[src/rtl/stack_pkg.sv]
// Shared microword layout, source encodings and default microcode.
// Assumes a 10-bit horizontal word: [9] next load, [8] top load,
// [7:6] top source select, [5:0] function code.
package stack_pkg;
    localparam int MW_W  = 10;
    localparam int FC_W  = 6;
    localparam int NPROG = 16;

    typedef enum logic [1:0] {
        SRC_NOS  = 2'b00,
        SRC_FU   = 2'b01,
        SRC_SW   = 2'b10,
        SRC_ZERO = 2'b11
    } tsrc_e;

    typedef struct packed {
        logic            nos_ld;
        logic            tos_ld;
        tsrc_e           tsrc;
        logic [FC_W-1:0] fcode;
    } uword_t;

    localparam logic [MW_W-1:0] UW_NOP    = 10'h000;
    localparam logic [MW_W-1:0] UW_DUP    = 10'h210;
    localparam logic [MW_W-1:0] UW_SWAP   = 10'h310;
    localparam logic [MW_W-1:0] UW_FETCH  = 10'h390;
    localparam logic [MW_W-1:0] UW_ADD    = 10'h150;
    localparam logic [MW_W-1:0] UW_INC    = 10'h152;
    localparam logic [MW_W-1:0] UW_NOT    = 10'h154;
    localparam logic [MW_W-1:0] UW_OR     = 10'h156;
    localparam logic [MW_W-1:0] UW_DBL    = 10'h158;
    localparam logic [MW_W-1:0] UW_SHL    = 10'h15C;

    // Entry 0 is the rightmost field; unused entries are NOP.
    localparam logic [NPROG*MW_W-1:0] DEMO_PROG = {
        UW_NOP, UW_NOP, UW_NOP, UW_NOP, UW_NOP, UW_NOP,
        UW_INC, UW_NOT, UW_ADD, UW_FETCH, UW_DBL,
        UW_OR, UW_FETCH, UW_SHL, UW_FETCH, UW_FETCH
    };
endpackage

[src/rtl/stack_pc.sv]
// Program counter: free-running up-counter, wraps at 2**PC_W.
// Assumes synchronous active-low reset to zero.
module stack_pc #(
    parameter int PC_W = 4
) (
    input  logic            clk,
    input  logic            rst_n,
    output logic [PC_W-1:0] pc
);
    // Advance one step per clock, clear on reset.
    always_ff @(posedge clk) begin
        if (!rst_n) pc <= '0;
        else        pc <= pc + 1'b1;
    end

    // step by one, including the wrap to zero.
    assert_pc_step_R2: assert property (@(posedge clk) disable iff (!rst_n)
        rst_n |=> pc == $past(pc) + 1'b1);

    // reset forces the counter to zero.
    assert_pc_reset_R1: assert property (@(posedge clk)
        !rst_n |=> pc == '0);
endmodule

[src/rtl/stack_urom.sv]
// Microcode store: combinational lookup of a parameter image.
// Assumes PROGRAM holds 2**PC_W words, entry 0 in the low bits.
module stack_urom
    import stack_pkg::*;
#(
    parameter int PC_W = 4,
    parameter int DEPTH = 2 ** PC_W,
    parameter logic [DEPTH*MW_W-1:0] PROGRAM = DEMO_PROG
) (
    input  logic [PC_W-1:0] addr,
    output uword_t          word
);
    // Select the addressed word from the flat image.
    always_comb begin
        word = uword_t'(PROGRAM[addr*MW_W +: MW_W]);
    end
endmodule

[src/rtl/stack_tsrc_mux.sv]
// Four-way source select for the top register.
// Assumes SW_W <= DATA_W; the switch value is zero-extended.
module stack_tsrc_mux
    import stack_pkg::*;
#(
    parameter int DATA_W = 16,
    parameter int SW_W   = 8,
    localparam int PAD_W = DATA_W - SW_W
) (
    input  tsrc_e             sel,
    input  logic [DATA_W-1:0] nos,
    input  logic [DATA_W-1:0] fu,
    input  logic [SW_W-1:0]   sw,
    output logic [DATA_W-1:0] y
);
    // Pick the next-register, unit, switch or zero source.
    always_comb begin
        unique case (sel)
            SRC_NOS:  y = nos;
            SRC_FU:   y = fu;
            SRC_SW:   y = {{PAD_W{1'b0}}, sw};
            default:  y = '0;
        endcase
    end
endmodule

[src/rtl/stack_ldreg.sv]
// Load-enabled register with synchronous active-low clear.
// Assumes the load is sampled together with data on the rising edge.
module stack_ldreg #(
    parameter int W = 16
) (
    input  logic         clk,
    input  logic         rst_n,
    input  logic         ld,
    input  logic [W-1:0] d,
    output logic [W-1:0] q
);
    // Capture d when loading, else hold; clear on reset.
    always_ff @(posedge clk) begin
        if (!rst_n)  q <= '0;
        else if (ld) q <= d;
    end

    // no load, no change.
    assert_hold_idle_R7: assert property (@(posedge clk) disable iff (!rst_n)
        (rst_n && !ld) |=> $stable(q));

    // reset clears the register.
    assert_reg_reset_R1: assert property (@(posedge clk)
        !rst_n |=> q == '0);
endmodule

[src/rtl/stack_core.sv]
// Two-register stack datapath driven by a horizontal microcode store.
// Assumes the external function unit returns fu_y combinationally
// from fu_code, tos_q (operand a) and nos_q (operand b).
module stack_core
    import stack_pkg::*;
#(
    parameter int DATA_W = 16,
    parameter int SW_W   = 8,
    parameter int PC_W   = 4,
    localparam int DEPTH = 2 ** PC_W,
    parameter logic [DEPTH*MW_W-1:0] PROGRAM = DEMO_PROG
) (
    input  logic              clk,
    input  logic              rst_n,
    input  logic [SW_W-1:0]   sw_in,
    input  logic [DATA_W-1:0] fu_y,
    output logic [FC_W-1:0]   fu_code,
    output logic [DATA_W-1:0] tos_q,
    output logic [DATA_W-1:0] nos_q
);
    localparam int PAD_W = DATA_W - SW_W;

    logic [PC_W-1:0]   pc;
    uword_t            uw;
    logic [DATA_W-1:0] tos_d;

    stack_pc #(.PC_W(PC_W)) u_pc (
        .clk(clk), .rst_n(rst_n), .pc(pc)
    );

    stack_urom #(.PC_W(PC_W), .DEPTH(DEPTH), .PROGRAM(PROGRAM)) u_rom (
        .addr(pc), .word(uw)
    );

    stack_tsrc_mux #(.DATA_W(DATA_W), .SW_W(SW_W)) u_mux (
        .sel(uw.tsrc), .nos(nos_q), .fu(fu_y), .sw(sw_in), .y(tos_d)
    );

    stack_ldreg #(.W(DATA_W)) u_tos (
        .clk(clk), .rst_n(rst_n), .ld(uw.tos_ld), .d(tos_d), .q(tos_q)
    );

    stack_ldreg #(.W(DATA_W)) u_nos (
        .clk(clk), .rst_n(rst_n), .ld(uw.nos_ld), .d(tos_q), .q(nos_q)
    );

    // Expose the function field of the current word.
    always_comb begin
        fu_code = uw.fcode;
    end

    // next register takes the old top value.
    assert_nos_from_tos_R5: assert property (@(posedge clk) disable iff (!rst_n)
        (rst_n && uw.nos_ld) |=> nos_q == $past(tos_q));

    // swap word exchanges both cells on one edge.
    assert_swap_R6: assert property (@(posedge clk) disable iff (!rst_n)
        (rst_n && uw.nos_ld && uw.tos_ld && uw.tsrc == SRC_NOS)
        |=> (tos_q == $past(nos_q)) && (nos_q == $past(tos_q)));

    // switch source arrives zero-extended.
    assert_switch_zext_R4: assert property (@(posedge clk) disable iff (!rst_n)
        (rst_n && uw.tos_ld && uw.tsrc == SRC_SW)
        |=> tos_q == {{PAD_W{1'b0}}, $past(sw_in)});

    // zero source clears the top register.
    assert_zero_src_R4: assert property (@(posedge clk) disable iff (!rst_n)
        (rst_n && uw.tos_ld && uw.tsrc == SRC_ZERO) |=> tos_q == '0);
endmodule

[config.mk]
export PLATFORM = sky130hd
export DESIGN_NAME = stack_core
export DESIGN_NICKNAME = d
export VERILOG_FILES = /design/src/rtl/stack_pkg.sv /design/src/rtl/stack_pc.sv /design/src/rtl/stack_urom.sv /design/src/rtl/stack_tsrc_mux.sv /design/src/rtl/stack_ldreg.sv /design/src/rtl/stack_core.sv
export SDC_FILE = /design/constraint.sdc
export NUM_CORES = 1
export LEC_CHECK = 0
export ABC_CLOCK_PERIOD_IN_PS = 1700
export CAP_MARGIN = 10
export CORE_MARGIN = 3
export CORE_UTILIZATION = 42
export CTS_CLUSTER_DIAMETER = 150
export CTS_CLUSTER_SIZE = 40
export DETAILED_ROUTE_END_ITERATION = 7
export PLACE_DENSITY_LB_ADDON = 0.3
export SYNTH_ARGS = -nofsm -noshare
export SYNTH_HDL_FRONTEND = slang
export SYNTH_SLANG_ARGS = --single-unit
[constraint.sdc]
create_clock -name clk -period 1.7 [get_ports clk]
set_input_delay 0.34 -clock clk [delete_from_list [all_inputs] [get_ports clk]]
set_output_delay 0.34 -clock clk [all_outputs]
set_load 0.02 [all_outputs]
==> insert_results.sql, run 1 <==
INSERT INTO impl_metrics (metric_group, metric, value, unit) VALUES
('status', 'outcome', 'finished clean', ''),
('detailed_routing', 'detail_route.drc_violations', '0', ''),
('detailed_routing', 'route.vias.total', '2219', ''),
('timing', 'final.min_clock_period', '1.64', 'ns'),
('final_layout', 'area_delta_synth_final', '46.9', '%'),
('worst_setup_path', 'critical_path.max_stage_delay', '0.64', 'ns'),
('die', 'die-area', '5920', 'um^2'),
('final_layout', 'antenna_cells_inserted', '0', ''),
('worst_setup_path', 'critical_path_buf_inv_count', '1', ''),
('placed_design', 'buffer_ports.inserted', '61', ''),
('synthesis', 'synth_edf_count', '0', ''),
('synthesis', 'mappedNetlistArea', '2110', 'um^2'),
('synthesis', 'postSynthAreaPerCell', '8.12', 'um^2'),
('timing', 'hold_violations', '0', ''),
('global_route', 'global_route_layer_with_the_greatest_usage', 'met2', ''),
('timing', 'setup-tns-final', '0', 'ns'),
('worst_setup_path', 'wp_data_required', '1.36', 'ns'),
('job', 'cap_violations', '0', ''),
('global_route', 'grt_max_degree', '20', ''),
('clock_network', 'cts.sinks', '36', ''),
('timing', 'fin_skew', '0.00707', 'ns'),
('clock_network', 'clkTransAtPathRegs', '0.07', 'ns'),
('detailed_routing', 'drt-vias-per-instance', '5.47', ''),
('clock_network', 'clock_latency_of_the_later_clocked_register_in_the_worst_skew_pair', '0.28', 'ns'),
('global_route', 'antenna_found_initial', '0', ''),
('die', 'die_height', '76.9', 'um'),
('global_route', 'first_global_vias', '2110', ''),
('global_route', 'globalRouteOverflowTotal', '0', ''),
('synthesis', 'synth_top_area_share', '34.1', '%'),
('synthesis', 'synthesized_netlist_cell_count', '260', ''),
('synthesis', 'synth_largest_area_cell', 'sky130_fd_sc_hd__dfxtp_1', ''),
('timing', 'grt_setup_unrepaired', 'yes', ''),
('synthesis', 'synthTopCellsByArea', 'sky130_fd_sc_hd__dfxtp_1 34%, sky130_fd_sc_hd__nand2_1 9.8%, sky130_fd_sc_hd__o21ai_0 6.9%', ''),
('synthesis', 'yosys_register_bits', '36', ''),
('synthesis', 'synth_async_sr_flop_share', '0', '%'),
('pwr', 'post_route_total_power', '2.22', 'mW'),
('final_layout', 'finish.net_count', '369', ''),
('global_route', 'groute.layer.met1.usage', '26.4', '%'),
('worst_setup_path', 'worst_path_dominant_cell_family', 'buffers and inverters', ''),
('placed_design', 'gp_congestion', '0.828', ''),
('synthesis', 'synth_cell_type_count', '44', ''),
('timing', 'setup_viol', '0', ''),
('global_route', 'use_met2', '32.8', '%'),
('placed_design', 'place_hpwl', '4440', 'um'),
('clock_network', 'tritoncts', 'done', ''),
('die', 'die-width', '76.9', 'um'),
('worst_setup_path', 'start_kind', 'flip-flop', ''),
('timing', 'hold-worst-slack', '0.473', 'ns'),
('global_route', 'global_route_wire_length_before_repair', '10000', 'um'),
('worst_setup_path', 'crit_slowest_cell', 'sky130_fd_sc_hd__clkdlybuf4s50_1', ''),
('timing', 'layout_worst_path_cycle_share', '96.6', '%'),
('placed_design', 'placement.setup.worst_slack', '-0.185', 'ns'),
('die', 'core', '4790', 'um^2'),
('clock_network', 'cts-buffers-inserted', '5', ''),
('synthesis', 'ys_seq_area_share', '34.1', '%'),
('worst_setup_path', 'crit_path_end_kind', 'output port', ''),
('final_layout', 'finalCoreUtilization', '64.8', '%'),
('final_layout', 'layout_cell_share_with_drive_strength_beyond_1', '20.4', '%'),
('synthesis', 'synth_warnings', '0', ''),
('detailed_routing', 'drtAntennaViolNets', '0', ''),
('clock_network', 'cts.path.max_buffers', '2', ''),
('timing', 'final_count_of_pins_violating_max_slew', '0', ''),
('timing', 'timing.final.ws_setup', '0.0575', 'ns'),
('timing', 'max_freq', '609', 'MHz'),
('worst_setup_path', 'critical_path_at', '1.30', 'ns'),
('worst_setup_path', 'cp_cell_sequence', 'clkdlybuf4s50_1', ''),
('pwr', 'worst_ir_drop_vdd', '0.392', 'mV'),
('die', 'floorplan.rows', '25', ''),
('detailed_routing', 'drt-pass1-iter-count', '4', ''),
('clock_network', 'ctsHtreeMaxLevel', '2', ''),
('pwr', 'power.density', '716', 'nW/um^2');
[timing repair]
action	4_1_cts	5_1_grt
setup endpoints to repair	36	32
pin swaps	1	5
hold buffers	0	0
cloned	0	1
setup buffers	1	0
resized for setup	23	21
[synthesized netlist by cell type (2+ instances only)]
cell type,n
sky130_fd_sc_hd__nand2_1,55
sky130_fd_sc_hd__dfxtp_1,36
sky130_fd_sc_hd__o21ai_0,29
sky130_fd_sc_hd__a311oi_1,13
sky130_fd_sc_hd__buf_2,12
sky130_fd_sc_hd__a21boi_0,9
sky130_fd_sc_hd__o211ai_1,9
sky130_fd_sc_hd__a221o_1,8
sky130_fd_sc_hd__and4_1,8
sky130_fd_sc_hd__a21boi_1,7
sky130_fd_sc_hd__a21o_1,5
sky130_fd_sc_hd__a31oi_1,5
sky130_fd_sc_hd__clkbuf_1,5
sky130_fd_sc_hd__ha_1,5
sky130_fd_sc_hd__inv_1,5
sky130_fd_sc_hd__nand2b_1,4
sky130_fd_sc_hd__nor2_1,4
sky130_fd_sc_hd__a21oi_1,3
sky130_fd_sc_hd__and2_1,3
sky130_fd_sc_hd__and2b_1,3
sky130_fd_sc_hd__buf_4,3
sky130_fd_sc_hd__buf_6,3
sky130_fd_sc_hd__nor2b_1,3
sky130_fd_sc_hd__nand3_1,2
sky130_fd_sc_hd__nor4_1,2
[state kept, by name, summed over array words and instances (netlist names)]
signal and flops:
u_tos.q 16, u_pc.pc 4, u_nos.q 16
[layer usage]
metal | wire [um] | part of all wire (%)
met1 | 2620 | 43
met2 | 2950 | 48
met3 | 406 | 6.7
met4 | 106 | 1.7
met5 | 0 | 0
[area by class of cell]
| type | instances | area (um^2) |
|---|---|---|
| Clock buffer | 6 | 82.6 |
| Clock inverter | 2 | 10.0 |
| Fill cell | 406 | 1680 |
| Inverter | 5 | 18.8 |
| Multi-Input combinational cell | 194 | 1280 |
| Sequential cell | 36 | 733 |
| Tap cell | 67 | 83.8 |
| Timing Repair Buffer | 96 | 892 |
[power by group]
part,total (mW),internal (mW),switching (mW)
Clock,0.616,0.323,0.293
Combinational,0.661,0.341,0.320
Sequential,0.944,0.895,0.0494
Total,2.22,1.56,0.663
[cells by family after synthesis]
group           count (synthesis)  synth area share, %
other cells                     1                0.178
simple gates                   91                 21.7
mux                             1                0.474
compound gates                 93                 31.3
fa+ha+maj                       5                 2.96
buf+inv                        31                 8.41
xor+xnor                        2                0.830
flops                          36                 34.1
[layout by cell type (no fill, tap or decap), drive strengths merged, types with 2 or more instances in the layout]
| cell | count |
|---|---|
| clkdlybuf4s50 | 56 |
| nand2 | 55 |
| buf | 39 |
| dfxtp | 36 |
| o21ai | 29 |
| a21boi | 16 |
| a311oi | 13 |
| o211ai | 10 |
| and4 | 8 |
| a221o | 8 |
| clkbuf | 6 |
| a21o | 5 |
| inv | 5 |
| a31oi | 5 |
| ha | 5 |
| nor2 | 4 |
| and2 | 4 |
| nand2b | 4 |
| a21oi | 3 |
| nor2b | 3 |
| and2b | 3 |
| nand3 | 3 |
| nor4 | 2 |
| conb | 2 |
| clkinv | 2 |
| o21a | 2 |
[worst register-to-register path, cell delays in order, from the launching register on]
cell and delay (ns):
sky130_fd_sc_hd__dfxtp_2 0.34, sky130_fd_sc_hd__inv_2 0.06, sky130_fd_sc_hd__ha_4 0.17, sky130_fd_sc_hd__buf_4 0.16
sky130_fd_sc_hd__or2b_4 0.30, sky130_fd_sc_hd__a31oi_1 0.18, sky130_fd_sc_hd__a311oi_1 0.07, sky130_fd_sc_hd__a221o_1 0.26
[final timing paths]
check,start,endpoint,slack [ns],depth (start not counted)
min reg2reg,u_tos.q[12],u_nos.q[12],0.47,2
min,u_tos.q[12],u_nos.q[12],0.47,2
max reg2reg,u_pc.pc[0],u_tos.q[2],0.06,7
max,u_nos.q[8],nos_q[8],0.06,1
[through the flow]
step,instances,instance area (um^2)
CTS,405,3030
global placement,396,2930
floorplan,261,2120
finish,406,3100
detailed placement,396,2930
global route,406,3100
Note: power is estimated with default switching activity, not from simulation.
==> inputs of run 2 (changes only) <==
- CORE_UTILIZATION: 42 -> 44
- CTS_BUF_LIST: not set -> sky130_fd_sc_hd__clkbuf_2 sky130_fd_sc_hd__clkbuf_4 sky130_fd_sc_hd__clkbuf_8
==> insert_results.sql, run 2 (synthesis gave the netlist of run 1 again) <==
INSERT INTO impl_metrics (metric_group, metric, value, unit) VALUES
('status', 'outcome', 'finished clean', ''),
('detailed_routing', 'drt_wirelength', '6340', 'um'),
('worst_setup_path', 'cp_cell_sequence', 'inv_2, ha_2, buf_4, or2b_4, a31oi_2, a311oi_1, a221o_1', ''),
('global_route', 'grt.total_usage', '22.4', '%'),
('pwr', 'post_route_total_power', '2.27', 'mW'),
('worst_setup_path', 'timing.critical_path.fanout_max', '7', ''),
('die', 'starting_density', '46.9', '%'),
('pwr', 'power.density', '739', 'nW/um^2'),
('clock_network', 'clkTransAtPathRegs', '0.07', 'ns'),
('final_layout', 'multi_input_comb_area', '1290', 'um^2'),
('die', 'core', '4500', 'um^2'),
('timing', 'hold_violations', '0', ''),
('die', 'die-area', '5670', 'um^2'),
('worst_setup_path', 'critPathKind', 'flip-flop to flip-flop', ''),
('global_route', 'global_route_wire_length_before_repair', '9820', 'um'),
('final_layout', 'final-seq-area', '728', 'um^2'),
('final_layout', 'area_delta_synth_final', '45.6', '%'),
('clock_network', 'cts.path.max_buffers', '2', ''),
('timing', 'grt_setup_unrepaired', 'yes', ''),
('placed_design', 'buffer_ports.inserted', '61', ''),
('detailed_routing', 'drt_first_iter_violations', '106', ''),
('placed_design', 'placedInstanceArea', '2870', 'um^2'),
('global_route', 'first_global_vias', '2128', ''),
('job', 'cap_violations', '0', ''),
('timing', 'max_freq', '594', 'MHz'),
('worst_setup_path', 'crit_path_end_kind', 'flip-flop', ''),
('global_route', 'grt_max_degree', '20', ''),
('pwr', 'p_int', '1.59', 'mW'),
('placed_design', 'gp_congestion', '0.819', ''),
('clock_network', 'ctsHtreeMaxLevel', '2', ''),
('detailed_routing', 'drt-wirelength-per-cell', '16.3', 'um'),
('placed_design', 'placement.setup.worst_slack', '-0.0922', 'ns'),
('final_layout', 'layout_cell_share_with_drive_strength_beyond_1', '19.6', '%'),
('detailed_routing', 'route.vias.total', '2251', ''),
('detailed_routing', 'drt-vias-per-instance', '5.80', ''),
('pwr', 'seq_power_share', '41.5', '%'),
('pwr', 'switching_power', '0.682', 'mW'),
('pwr', 'power_frac_comb', '29.2', '%'),
('detailed_routing', 'drt-pass1-iter-count', '4', ''),
('clock_network', 'cts-buffers-inserted', '5', ''),
('clock_network', 'cts.sinks', '36', ''),
('clock_network', 'postCtsHoldBufs', '0', ''),
('pwr', 'cellLeakagePower', '1.21', 'nW'),
('final_layout', 'finish.net_count', '367', ''),
('timing', 'setup_viol', '0', ''),
('final_layout', 'mostFrequentLayoutCells', '55 x sky130_fd_sc_hd__clkdlybuf4s50_1, 54 x sky130_fd_sc_hd__nand2_1, 32 x sky130_fd_sc_hd__dfxtp_1', ''),
('timing', 'final.min_clock_period', '1.68', 'ns'),
('placed_design', 'place_hpwl', '4420', 'um'),
('worst_setup_path', 'crit_slowest_cell', 'sky130_fd_sc_hd__dfxtp_2', ''),
('die', 'die-width', '75.3', 'um'),
('final_layout', 'antenna_cells_inserted', '0', ''),
('die', 'die_height', '75.3', 'um'),
('clock_network', 'clock_latency_of_the_later_clocked_register_in_the_worst_skew_pair', '0.29', 'ns'),
('global_route', 'antenna_found_initial', '0', ''),
('pwr', 'worst_ir_drop_vdd', '0.430', 'mV'),
('timing', 'setup-tns-final', '0', 'ns'),
('clock_network', 'tritoncts', 'done', ''),
('final_layout', 'layout.cells.most_common', 'sky130_fd_sc_hd__clkdlybuf4s50_1', ''),
('final_layout', 'filler_cell_count_in_the_final_layout', '358', ''),
('timing', 'layout_worst_path_cycle_share', '99.0', '%'),
('worst_setup_path', 'critical_path.max_stage_delay', '0.33', 'ns'),
('hold_path', 'hold_path.class', 'flip-flop to flip-flop', ''),
('timing', 'fin_skew', '0.00604', 'ns'),
('global_route', 'globalRouteOverflowTotal', '0', ''),
('detailed_routing', 'drtAntennaViolNets', '0', ''),
('worst_setup_path', 'critical_path_at', '1.86', 'ns'),
('timing', 'final_count_of_pins_violating_max_slew', '0', ''),
('final_layout', 'finalCoreUtilization', '68.3', '%'),
('detailed_routing', 'detail_route.drc_violations', '0', ''),
('final_layout', 'biggestRegsByFlops', 'u_nos.q (16), u_tos.q (16), u_pc.pc (4)', ''),
('pwr', 'p_clk_share', '29.3', '%'),
('timing', 'timing.final.ws_setup', '0.0173', 'ns'),
('worst_setup_path', 'wp_data_required', '1.88', 'ns'),
('final_layout', 'final_cell_area', '3070', 'um^2'),
('placed_design', 'dp.cells', '377', ''),
('final_layout', 'post_layout_nonfiller_instances', '388', ''),
('die', 'floorplan.rows', '24', ''),
('timing', 'hold-worst-slack', '0.469', 'ns'),
('clock_network', 'clockRootBuffer', 'sky130_fd_sc_hd__clkbuf_8', ''),
('worst_setup_path', 'start_kind', 'flip-flop', ''),
('die', 'io_pins', '64', ''),
('pwr', 'power.switching_fraction', '30.0', '%');
run 2: cell types whose count changed in the layout (fill, tap and decap cells not counted), moves of 2 or more:
cell                       before  now
sky130_fd_sc_hd__clkinv_2       2    0
sky130_fd_sc_hd__buf_2          4    2
sky130_fd_sc_hd__dfxtp_4        3    1
sky130_fd_sc_hd__dfxtp_2        1    3
run 2: critical path: cells and delay by family, from the launching register on:
| kind | cells | cell delay (ns) |
|---|---|---|
| compound gates | 3 | 0.52 |
| fa+ha+maj | 1 | 0.19 |
| buf+inv | 2 | 0.22 |
| flops | 1 | 0.33 |
| simple gates | 1 | 0.31 |
run 2: what timing repair did:
item / in CTS / in global routing
pin swaps: 2 / 5
endpoints found under the setup margin: 35 / 31
buffers inserted: 2 / 2
gates resized for setup: 23 / 21
gates cloned: 0 / 0
run 2: power by group through the flow:
| stage | Combinational [mW] | Clock [mW] | Sequential (mW) |
|---|---|---|---|
| 6_report | 0.664 | 0.667 | 0.942 |
| 5_1_grt | 0.712 | 0.707 | 0.948 |
| 4_1_cts | 0.624 | 0.673 | 0.941 |
| 3_5_place_dp | 0.615 | 0 | 0.959 |
| 3_3_place_gp | 0.602 | 0 | 0.957 |
| 2_1_floorplan | 0.275 | 0 | 1.01 |
run 2: routing by layer:
metal,global-route usage (%),wire [um],vias to the layer above
met5,0,0,-
met4,8.54,66,0
met3,4.67,406,10
met2,36.6,3090,85
met1,28.8,2780,1074
li1,-,-,1082
run 2: worst paths after layout:
check | startpoint | to | slack [ns] | depth (start not counted)
max | u_pc.pc[0] | u_tos.q[2] | 0.02 | 7
min | u_tos.q[14] | u_nos.q[14] | 0.47 | 2
max reg2reg | u_pc.pc[0] | u_tos.q[2] | 0.02 | 7
min reg2reg | u_tos.q[14] | u_nos.q[14] | 0.47 | 2
run 2: layout make-up:
| type | count | area share, % |
|---|---|---|
| Multi-Input combinational cell | 194 | 41.8 |
| Timing Repair Buffer | 94 | 28.6 |
| Sequential cell | 36 | 23.7 |
| Clock buffer | 7 | 3.13 |
| Tap cell | 52 | 2.12 |
| Inverter | 5 | 0.611 |
